==> config.mk <==
export PLATFORM = sky130hd
export DESIGN_NAME = sercon_regif
export DESIGN_NICKNAME = d
export VERILOG_FILES = /design/src/rtl/sercon_pkg.sv /design/src/rtl/sercon_rxstat.sv /design/src/rtl/sercon_regpair.sv /design/src/rtl/sercon_regif.sv
export SDC_FILE = /design/constraint.sdc
export NUM_CORES = 1
export LEC_CHECK = 0
export BUFFER_PORTS_ARGS = -buffer_cell sky130_fd_sc_hd__buf_4
export CORE_MARGIN = 2
export CORE_UTILIZATION = 55
export CTS_CLUSTER_DIAMETER = 60
export DETAILED_ROUTE_END_ITERATION = 16
export PLACE_DENSITY_LB_ADDON = 0.05
export REMOVE_ABC_BUFFERS = 1
export SLEW_MARGIN = 20
export SYNTH_ARGS = -nofsm -noshare
export SYNTH_HDL_FRONTEND = slang
export SYNTH_SLANG_ARGS = --single-unit
==> constraint.sdc <==
create_clock -name clk -period 4.4 [get_ports clk]
set_input_delay 0.22 -clock clk [delete_from_list [all_inputs] [get_ports clk]]
set_output_delay 0.22 -clock clk [all_outputs]
set_load 0.01 [all_outputs]
==> src/rtl/sercon_pkg.sv <==
package sercon_pkg;

    typedef enum logic [1:0] {
        ADDR_HOLD = 2'd0,
        ADDR_STAT = 2'd1,
        ADDR_MODE = 2'd2,
        ADDR_CMD  = 2'd3
    } sc_addr_e;

    localparam int ST_RDY   = 0;
    localparam int ST_PAR   = 1;
    localparam int ST_OVR   = 2;
    localparam int ST_FRM   = 3;
    localparam int ST_W     = 4;
    localparam int CMD_RXEN = 2;

    typedef struct packed {
        logic frm;
        logic ovr;
        logic par;
        logic rdy;
    } rx_flags_t;

endpackage

==> src/rtl/sercon_rxstat.sv <==
module sercon_rxstat
    import sercon_pkg::*;
#(
    parameter int DATA_W = 8
) (
    input  logic              clk,
    input  logic              rst_n,
    input  logic              char_done,
    input  logic [DATA_W-1:0] char_data,
    input  logic              char_perr,
    input  logic              char_ferr,
    input  logic              rd_take,
    input  logic              rx_off,
    output logic [DATA_W-1:0] hold_o,
    output rx_flags_t         flags_o
);

    typedef struct packed {
        logic [DATA_W-1:0] hold;
        rx_flags_t         flg;
    } rx_state_t;

    rx_state_t st_d, st_q;

    always_comb begin
        st_d = st_q;
        if (rx_off) begin
            st_d.flg = '0;
        end
        if (rd_take) begin
            st_d.flg.rdy = 1'b0;
        end
        if (char_done) begin
            st_d.hold = char_data;
            if (st_q.flg.rdy && !rd_take && !rx_off) begin
                st_d.flg.ovr = 1'b1;
            end
            st_d.flg.rdy = 1'b1;
            if (char_perr) st_d.flg.par = 1'b1;
            if (char_ferr) st_d.flg.frm = 1'b1;
        end
    end

    always_ff @(posedge clk or negedge rst_n) begin
        if (!rst_n) st_q <= '0;
        else        st_q <= st_d;
    end

    assign hold_o  = st_q.hold;
    assign flags_o = st_q.flg;

endmodule

==> src/rtl/sercon_regpair.sv <==
module sercon_regpair #(
    parameter int DATA_W = 8
) (
    input  logic              clk,
    input  logic              rst_n,
    input  logic              wr_en,
    input  logic [DATA_W-1:0] wdata,
    input  logic              step,
    input  logic              clr,
    output logic              idx_o,
    output logic [DATA_W-1:0] reg0_o,
    output logic [DATA_W-1:0] reg1_o
);

    localparam int NREG = 2;

    typedef struct packed {
        logic                        idx;
        logic [NREG-1:0][DATA_W-1:0] r;
    } pair_t;

    pair_t p_d, p_q;

    always_comb begin
        p_d = p_q;
        if (wr_en) begin
            p_d.r[p_q.idx] = wdata;
        end
        if (clr) begin
            p_d.idx = 1'b0;
        end else if (step) begin
            p_d.idx = ~p_q.idx;
        end
    end

    always_ff @(posedge clk or negedge rst_n) begin
        if (!rst_n) p_q <= '0;
        else        p_q <= p_d;
    end

    assign idx_o  = p_q.idx;
    assign reg0_o = p_q.r[0];
    assign reg1_o = p_q.r[1];

endmodule

==> src/rtl/sercon_regif.sv <==
module sercon_regif
    import sercon_pkg::*;
#(
    parameter int DATA_W = 8
) (
    input  logic              clk,
    input  logic              rst_n,
    input  logic              cpu_sel,
    input  logic              cpu_wr,
    input  logic [1:0]        cpu_addr,
    input  logic [DATA_W-1:0] cpu_wdata,
    input  logic              cpu_peek,
    output logic [DATA_W-1:0] cpu_rdata,
    input  logic              char_done,
    input  logic [DATA_W-1:0] char_data,
    input  logic              char_perr,
    input  logic              char_ferr,
    output logic              rx_ready_o,
    output logic [DATA_W-1:0] mode0_o,
    output logic [DATA_W-1:0] mode1_o,
    output logic [DATA_W-1:0] sync0_o,
    output logic [DATA_W-1:0] sync1_o,
    output logic [DATA_W-1:0] cmd_o
);

    sc_addr_e          addr;
    logic              rd_acc, wr_acc, live_rd;
    logic              rd_take, rx_off, cmd_wr;
    logic              mode_wr, mode_step, sync_wr, idx_clr;
    logic              mode_idx, sync_idx;
    logic [DATA_W-1:0] hold;
    rx_flags_t         flags;
    logic [ST_W-1:0]   stat_lo;
    logic [DATA_W-1:0] stat_vec;
    logic [DATA_W-1:0] cmd_d, cmd_q;

    assign addr    = sc_addr_e'(cpu_addr);
    assign rd_acc  = cpu_sel && !cpu_wr;
    assign wr_acc  = cpu_sel && cpu_wr;
    assign live_rd = rd_acc && !cpu_peek;

    assign rd_take   = live_rd && (addr == ADDR_HOLD);
    assign cmd_wr    = wr_acc && (addr == ADDR_CMD);
    assign rx_off    = cmd_wr && !cpu_wdata[CMD_RXEN];
    assign mode_wr   = wr_acc && (addr == ADDR_MODE);
    assign mode_step = mode_wr || (live_rd && (addr == ADDR_MODE));
    assign sync_wr   = wr_acc && (addr == ADDR_STAT);
    assign idx_clr   = live_rd && (addr == ADDR_CMD);

    sercon_rxstat #(.DATA_W(DATA_W)) u_rx (
        .clk       (clk),
        .rst_n     (rst_n),
        .char_done (char_done),
        .char_data (char_data),
        .char_perr (char_perr),
        .char_ferr (char_ferr),
        .rd_take   (rd_take),
        .rx_off    (rx_off),
        .hold_o    (hold),
        .flags_o   (flags)
    );

    sercon_regpair #(.DATA_W(DATA_W)) u_mode (
        .clk    (clk),
        .rst_n  (rst_n),
        .wr_en  (mode_wr),
        .wdata  (cpu_wdata),
        .step   (mode_step),
        .clr    (idx_clr),
        .idx_o  (mode_idx),
        .reg0_o (mode0_o),
        .reg1_o (mode1_o)
    );

    sercon_regpair #(.DATA_W(DATA_W)) u_sync (
        .clk    (clk),
        .rst_n  (rst_n),
        .wr_en  (sync_wr),
        .wdata  (cpu_wdata),
        .step   (sync_wr),
        .clr    (idx_clr),
        .idx_o  (sync_idx),
        .reg0_o (sync0_o),
        .reg1_o (sync1_o)
    );

    always_comb begin
        cmd_d = cmd_q;
        if (cmd_wr) cmd_d = cpu_wdata;
    end

    always_ff @(posedge clk or negedge rst_n) begin
        if (!rst_n) cmd_q <= '0;
        else        cmd_q <= cmd_d;
    end

    always_comb begin
        stat_lo         = '0;
        stat_lo[ST_RDY] = flags.rdy;
        stat_lo[ST_PAR] = flags.par;
        stat_lo[ST_OVR] = flags.ovr;
        stat_lo[ST_FRM] = flags.frm;
        stat_vec        = '0;
        stat_vec[ST_W-1:0] = stat_lo;
    end

    always_comb begin
        cpu_rdata = '0;
        if (rd_acc) begin
            unique case (addr)
                ADDR_HOLD: cpu_rdata = hold;
                ADDR_STAT: cpu_rdata = stat_vec;
                ADDR_MODE: cpu_rdata = mode_idx ? mode1_o : mode0_o;
                ADDR_CMD:  cpu_rdata = cmd_q;
                default:   cpu_rdata = '0;
            endcase
        end
    end

    assign rx_ready_o = flags.rdy;
    assign cmd_o      = cmd_q;

endmodule

## After elaboration in Yosys (flattened, before gate mapping)

Index checks and enable logic that the tools add are counted.

- Mux-type cells: 19
- Equality and inequality tests: 3
- Magnitude comparators: 4
- Bitwise gates (word level): 2
- Reductions and logical operators: 24

Operators with widths:

| cell | count |
|---|---|
| $bwmux 16 | 2 |
| $mux 8 | 4 |
| $pmux 8 s4 | 1 |
| $demux 8 s1 | 2 |
| $logic_and 1x1->1 | 14 |
| $mux 1 | 8 |
| $mux 4 | 2 |
| $logic_not 1->1 | 5 |
| $eq 2x2->1 const B | 2 |
| $lt 1x2->1 const B | 2 |
| $reduce_bool 2->1 | 2 |
| $reduce_bool 3->1 | 1 |
| $eq 2x1->1 const B | 1 |
| $ge 1x1->1 const B | 2 |
| $logic_not 2->1 | 1 |
| $not 1->1 | 2 |
| $logic_or 1x1->1 | 1 |

- Flip-flop bits (word level): 54
- Input bits: 26
- Output and inout port bits: 49

## Logic depth before layout (Yosys ltp)

- Depth after elaboration: 9
- Depth in mapped cells: 5
- Gate-level depth less buffers: 3

## Hierarchy

A second synthesis with hierarchy kept.

- Cells, all modules: 169
- Area, all modules: 2544.9 um2

By module, submodules not included:

| module | cells each | area an instance (um2) | instances | sequential area each (um2) |
|---|---|---|---|---|
| sercon_regpair | 38 | 679.4 | 2 | 425.4 |
| sercon_regif | 61 | 690.7 | 1 | 200.2 |
| sercon_rxstat | 32 | 495.5 | 1 | 300.3 |

## Worst setup path after synthesis

Ideal clock, no wire load.

- Kind: register -> output
- Start point: register u_mode.p_q, in the netlist u_mode.idx_o
- End point: output cpu_rdata[3]
- Data arrival time: 1455 ps
- Data required time: 4180 ps
- Path slack: 2725 ps
- Stages on the path, launching flop included: 5
- Path buffers: 1
- Cell sequence: dfrtp_1 buf_6 mux2_4 mux4_2 and2_1

- Cells in the longest elaborated chain, start to end: 3

RTL lines:

| element | line | text |
|---|---|---|
| start, declared | sercon_regpair.sv:22 | `pair_t p_d, p_q;` |
| start signal, assigned | sercon_regpair.sv:38 | `else p_q <= p_d;` |
| $mux 8 | sercon_regif.sv:113 | `ADDR_MODE: cpu_rdata = mode_idx ? mode1_o : mode0_o;` |
| $pmux 8 s4 | sercon_regif.sv:110 | `unique case (addr)` |
| $mux 8 | sercon_regif.sv:109 | `if (rd_acc) begin` |
| end, declared | sercon_regif.sv:13 | `output logic [DATA_W-1:0] cpu_rdata,` |

No other way between the ends.

## Worst setup path in the final report

- Start point: register u_mode.p_q, in the netlist u_mode.idx_o
- End point: output cpu_rdata[2]

Same word-level chain as after synthesis.

==> results.md <==
- PD cells: around 480 nW/um^2
- Final core area utilization: slightly above 70%
- Antenna Diode Count: 0
- Growth of design area from synthesis to finish: 27.2%
- Arr. time, crit path: 2.16 ns
- Number of hold buffers added after CTS: 1
- Peak supply drop: 0.000354 V
- Tcrit/Tclk final: between 50% and 60%
- Die Footprint: around 5000 sq um
- Worst Hold Slack: around 0.14 ns
- CP Class: flip-flop to output pin
- Final Hold Violating Endpoints: 0
- Main flop type after synthesis: dfrtp_1
- Family with the most delay on the worst path: multiplexers
- Final count of negative-setup-slack endpoints: 0
- IO buf count: 74
- Crit path max-delay cell type: dfrtp_1
- Share of Yosys cell area claimed by the top area cell type: a little over half
- Worst rel slew slack: between 50 and 60%
- Worst Setup End Kind: output pin
- Period minus WS final: about 2.4 ns
- Residual DRC count: 0
- Startpoint kind of the worst setup timing path: flip-flop
- Leakage power figure: ~1.5 nW
- Required time of the critical path: between 4 and 5 ns
- Total via count after detailed routing: around 1700
- Post-Syn Area: around 2500 sq um
- Post-synthesis cell type count: 32
- Worst hold path class: primary input to flip-flop
- Starting DRT DRC Count: about 150
- Per-cell via count in the routed design: 5.70
- Clock Tree Buf Depth: 2
- Post-CTS repair timing setup buffer count: 0
- Num Clock Sinks: 54
- Final ANT Viol Nets: 0
- Origin of the worst min-delay path: char_data[1]
- Antenna violations before repair: 0
- Yosys synthesis warning count: 0
- Routed wire length: about 5400 microns
- Remaining global-route overflow: 0
- Resize count post-CTS: 0
- Starting density of the core: between 50% and 60%
- Post-synthesis area per instance: roughly 14 sq um
- Register bit count reported by yosys: between 50 and 60
- Actual transition at the worst max-transition pin: roughly 0.66 ns
- Final total power: 1.50 mW
- Proportion of layout cells with a drive suffix above 1: about three fifths
- Clock Pin Slew Worst Setup and Hold Paths: around 0.10 ns
- Core Footprint: 4320 sq um
- Run status: finished, final reports clean
- Launch point of the critical path: u_mode.idx_o$_DFFE_PN0P_
- Cell at the root of the clock tree: clkbuf_8
- Count leader, synth: mux2_2
- Post-synth EDFFs: 0
- GRT Overall Usage: a little under a quarter
- Total half-perimeter wirelength after legalization and detailed placement: roughly 4000 microns
- RSZ-0062 raised after global routing: no
- Routability cong.: ~0.79
- Vias in the first global route: between 1500 and 2000
- Clock network latency to the later pin of the worst-skew pair: 0.30 ns
- Highest clock rate: around 420 MHz
- Startpoint of the lowest-slack register-to-register path: u_mode.idx_o$_DFFE_PN0P_
- Library cell occupying the most area in the post-synthesis netlist: dfrtp_1
- CP Max Fanout: 13
- Detailed-routing iteration count for the pre-antenna-repair pass: 4
- Std-Cell Rows: 24
- Maximum number of pins on one net before global-route repair: 55
- CP Cell Sequence: mux2_2, mux4_2, and2_1, buf_4
- Combined buffer and inverter count along the critical path: 1
- DIE WIDTH: 70.9 microns
- Final count of pins violating max slew: 0
- H-tree levels: 2
- Total negative slack: 0 ns
- Global-route wire length before repair: about 9300 microns
- Number of nets in the layout: 273
- Register area share after synthesis: between 50% and 60%
- Final Skew: roughly 0.0052 ns
- Largest incremental delay on the critical path: 0.70 ns
- Fraction of registers with async set or reset after synthesis: 100%
- Clock buffers created by TritonCTS: 5
- Average wire per cell in the routed design: between 15 and 20 microns
- Synth top cells by count: 55 x mux2_2, 54 x dfrtp_1, 11 x nand2_1, 6 x nand3_1, 5 x a31oi_1
- TritonCTS clock tree: done
- Die Height: approximately 70 microns
- Top area cells in the synthesized netlist: dfrtp_1 55%, mux2_2 25%, mux4_2 3.7%, nand2_1 1.7%, nor3b_4 1.5%
- Maximum capacitance violations: 0
- Number of placed I/O pins: 75
- Cells after synthesis: about 170
-- power breakdown --
group / switching (mW) / total [mW] / internal (mW) / leakage (nW)
Clock: 0.152 / 0.278 / 0.127 / 0.0472
Sequential: 0.110 / 0.727 / 0.617 / 0.649
Combinational: 0.191 / 0.494 / 0.303 / 0.764
-- worst reg2reg max path, cell delays in order, from the launching register on --
cell and delay [ns]:
dfrtp_1 0.59, nor3b_4 0.56, mux2_2 0.40
-- worst paths after layout --
kind                                                endpoint  slack [ns]  depth (start not counted)
worst min register to register     u_rx.flags_o[2]$_DFF_PN0_        0.50                          1
worst max register to register  u_mode.reg0_o[4]$_DFFE_PN0P_        2.75                          2
worst max-delay path                            cpu_rdata[2]        2.02                          4
min in group asynchronous         u_rx.hold_o[1]$_DFFE_PN0P_        0.48                          2
worst min-delay path              u_rx.hold_o[1]$_DFFE_PN0P_        0.14                          2
max in group asynchronous       u_sync.reg1_o[0]$_DFFE_PN0P_        3.48                          2
-- area by class of cell --
cell class | instances | area (sq um)
Clock buffer | 6 | 82.6
Clock inverter | 2 | 12.5
Fill cell | 316 | 1190
Inverter | 1 | 3.75
Multi-Input combinational cell | 110 | 1050
Sequential cell | 54 | 1350
Tap cell | 52 | 65.1
Timing Repair Buffer | 75 | 566
-- cell families after synthesis --
kind of cell / after synthesis / synth area share, %
and+or+nand+nor: 38 / 9.97
DFF: 54 / 54.9
muxes: 60 / 29.4
buffers and inverters: 10 / 2.44
AOI/OAI and AO/OA: 12 / 3.25
-- flip-flops by register name (all words and copies together) (netlist names) --
name and cells:
cmd_o 8, u_mode.reg0_o 8, u_mode.reg1_o 8, u_rx.hold_o 8, u_sync.reg0_o 8, u_sync.reg1_o 8, u_rx.flags_o 4, u_mode.idx_o 1
u_sync.idx_o 1
-- stage by stage --
| step | instances | worst slack (ns) | area, sq um |
|---|---|---|---|
| floorplan | 165 | 2.61 | 2400 |
| global placement | 291 | 2.40 | 3030 |
| detailed placement | 291 | 2.35 | 3030 |
| CTS | 300 | 2.00 | 3130 |
| global route | 300 | 1.93 | 3130 |
| finish | 300 | 2.02 | 3130 |
-- per-layer routing --
layer / global-route usage (%) / part of all wire, %
met5: 0 / 0
met4: 6.71 / 1.0
met3: 4.42 / 5.2
met2: 38.4 / 50
met1: 33.4 / 44
-- cell usage in the layout (no fill, tap or decap), types with 2 or more instances in the layout --
master	Yosys	final
nor3b_4	2	2
mux4_2	4	4
buf_4	3	74
mux2_2	55	55
nand3_1	6	6
a22o_1	2	2
nand2_1	11	11
a21oi_1	2	2
nor2b_1	3	3
clkbuf_8	0	6
nand4_2	2	2
dfrtp_1	54	54
nor3_1	2	2
and2_1	4	4
a31oi_1	5	5
Note: power is estimated with default switching activity, not from simulation.
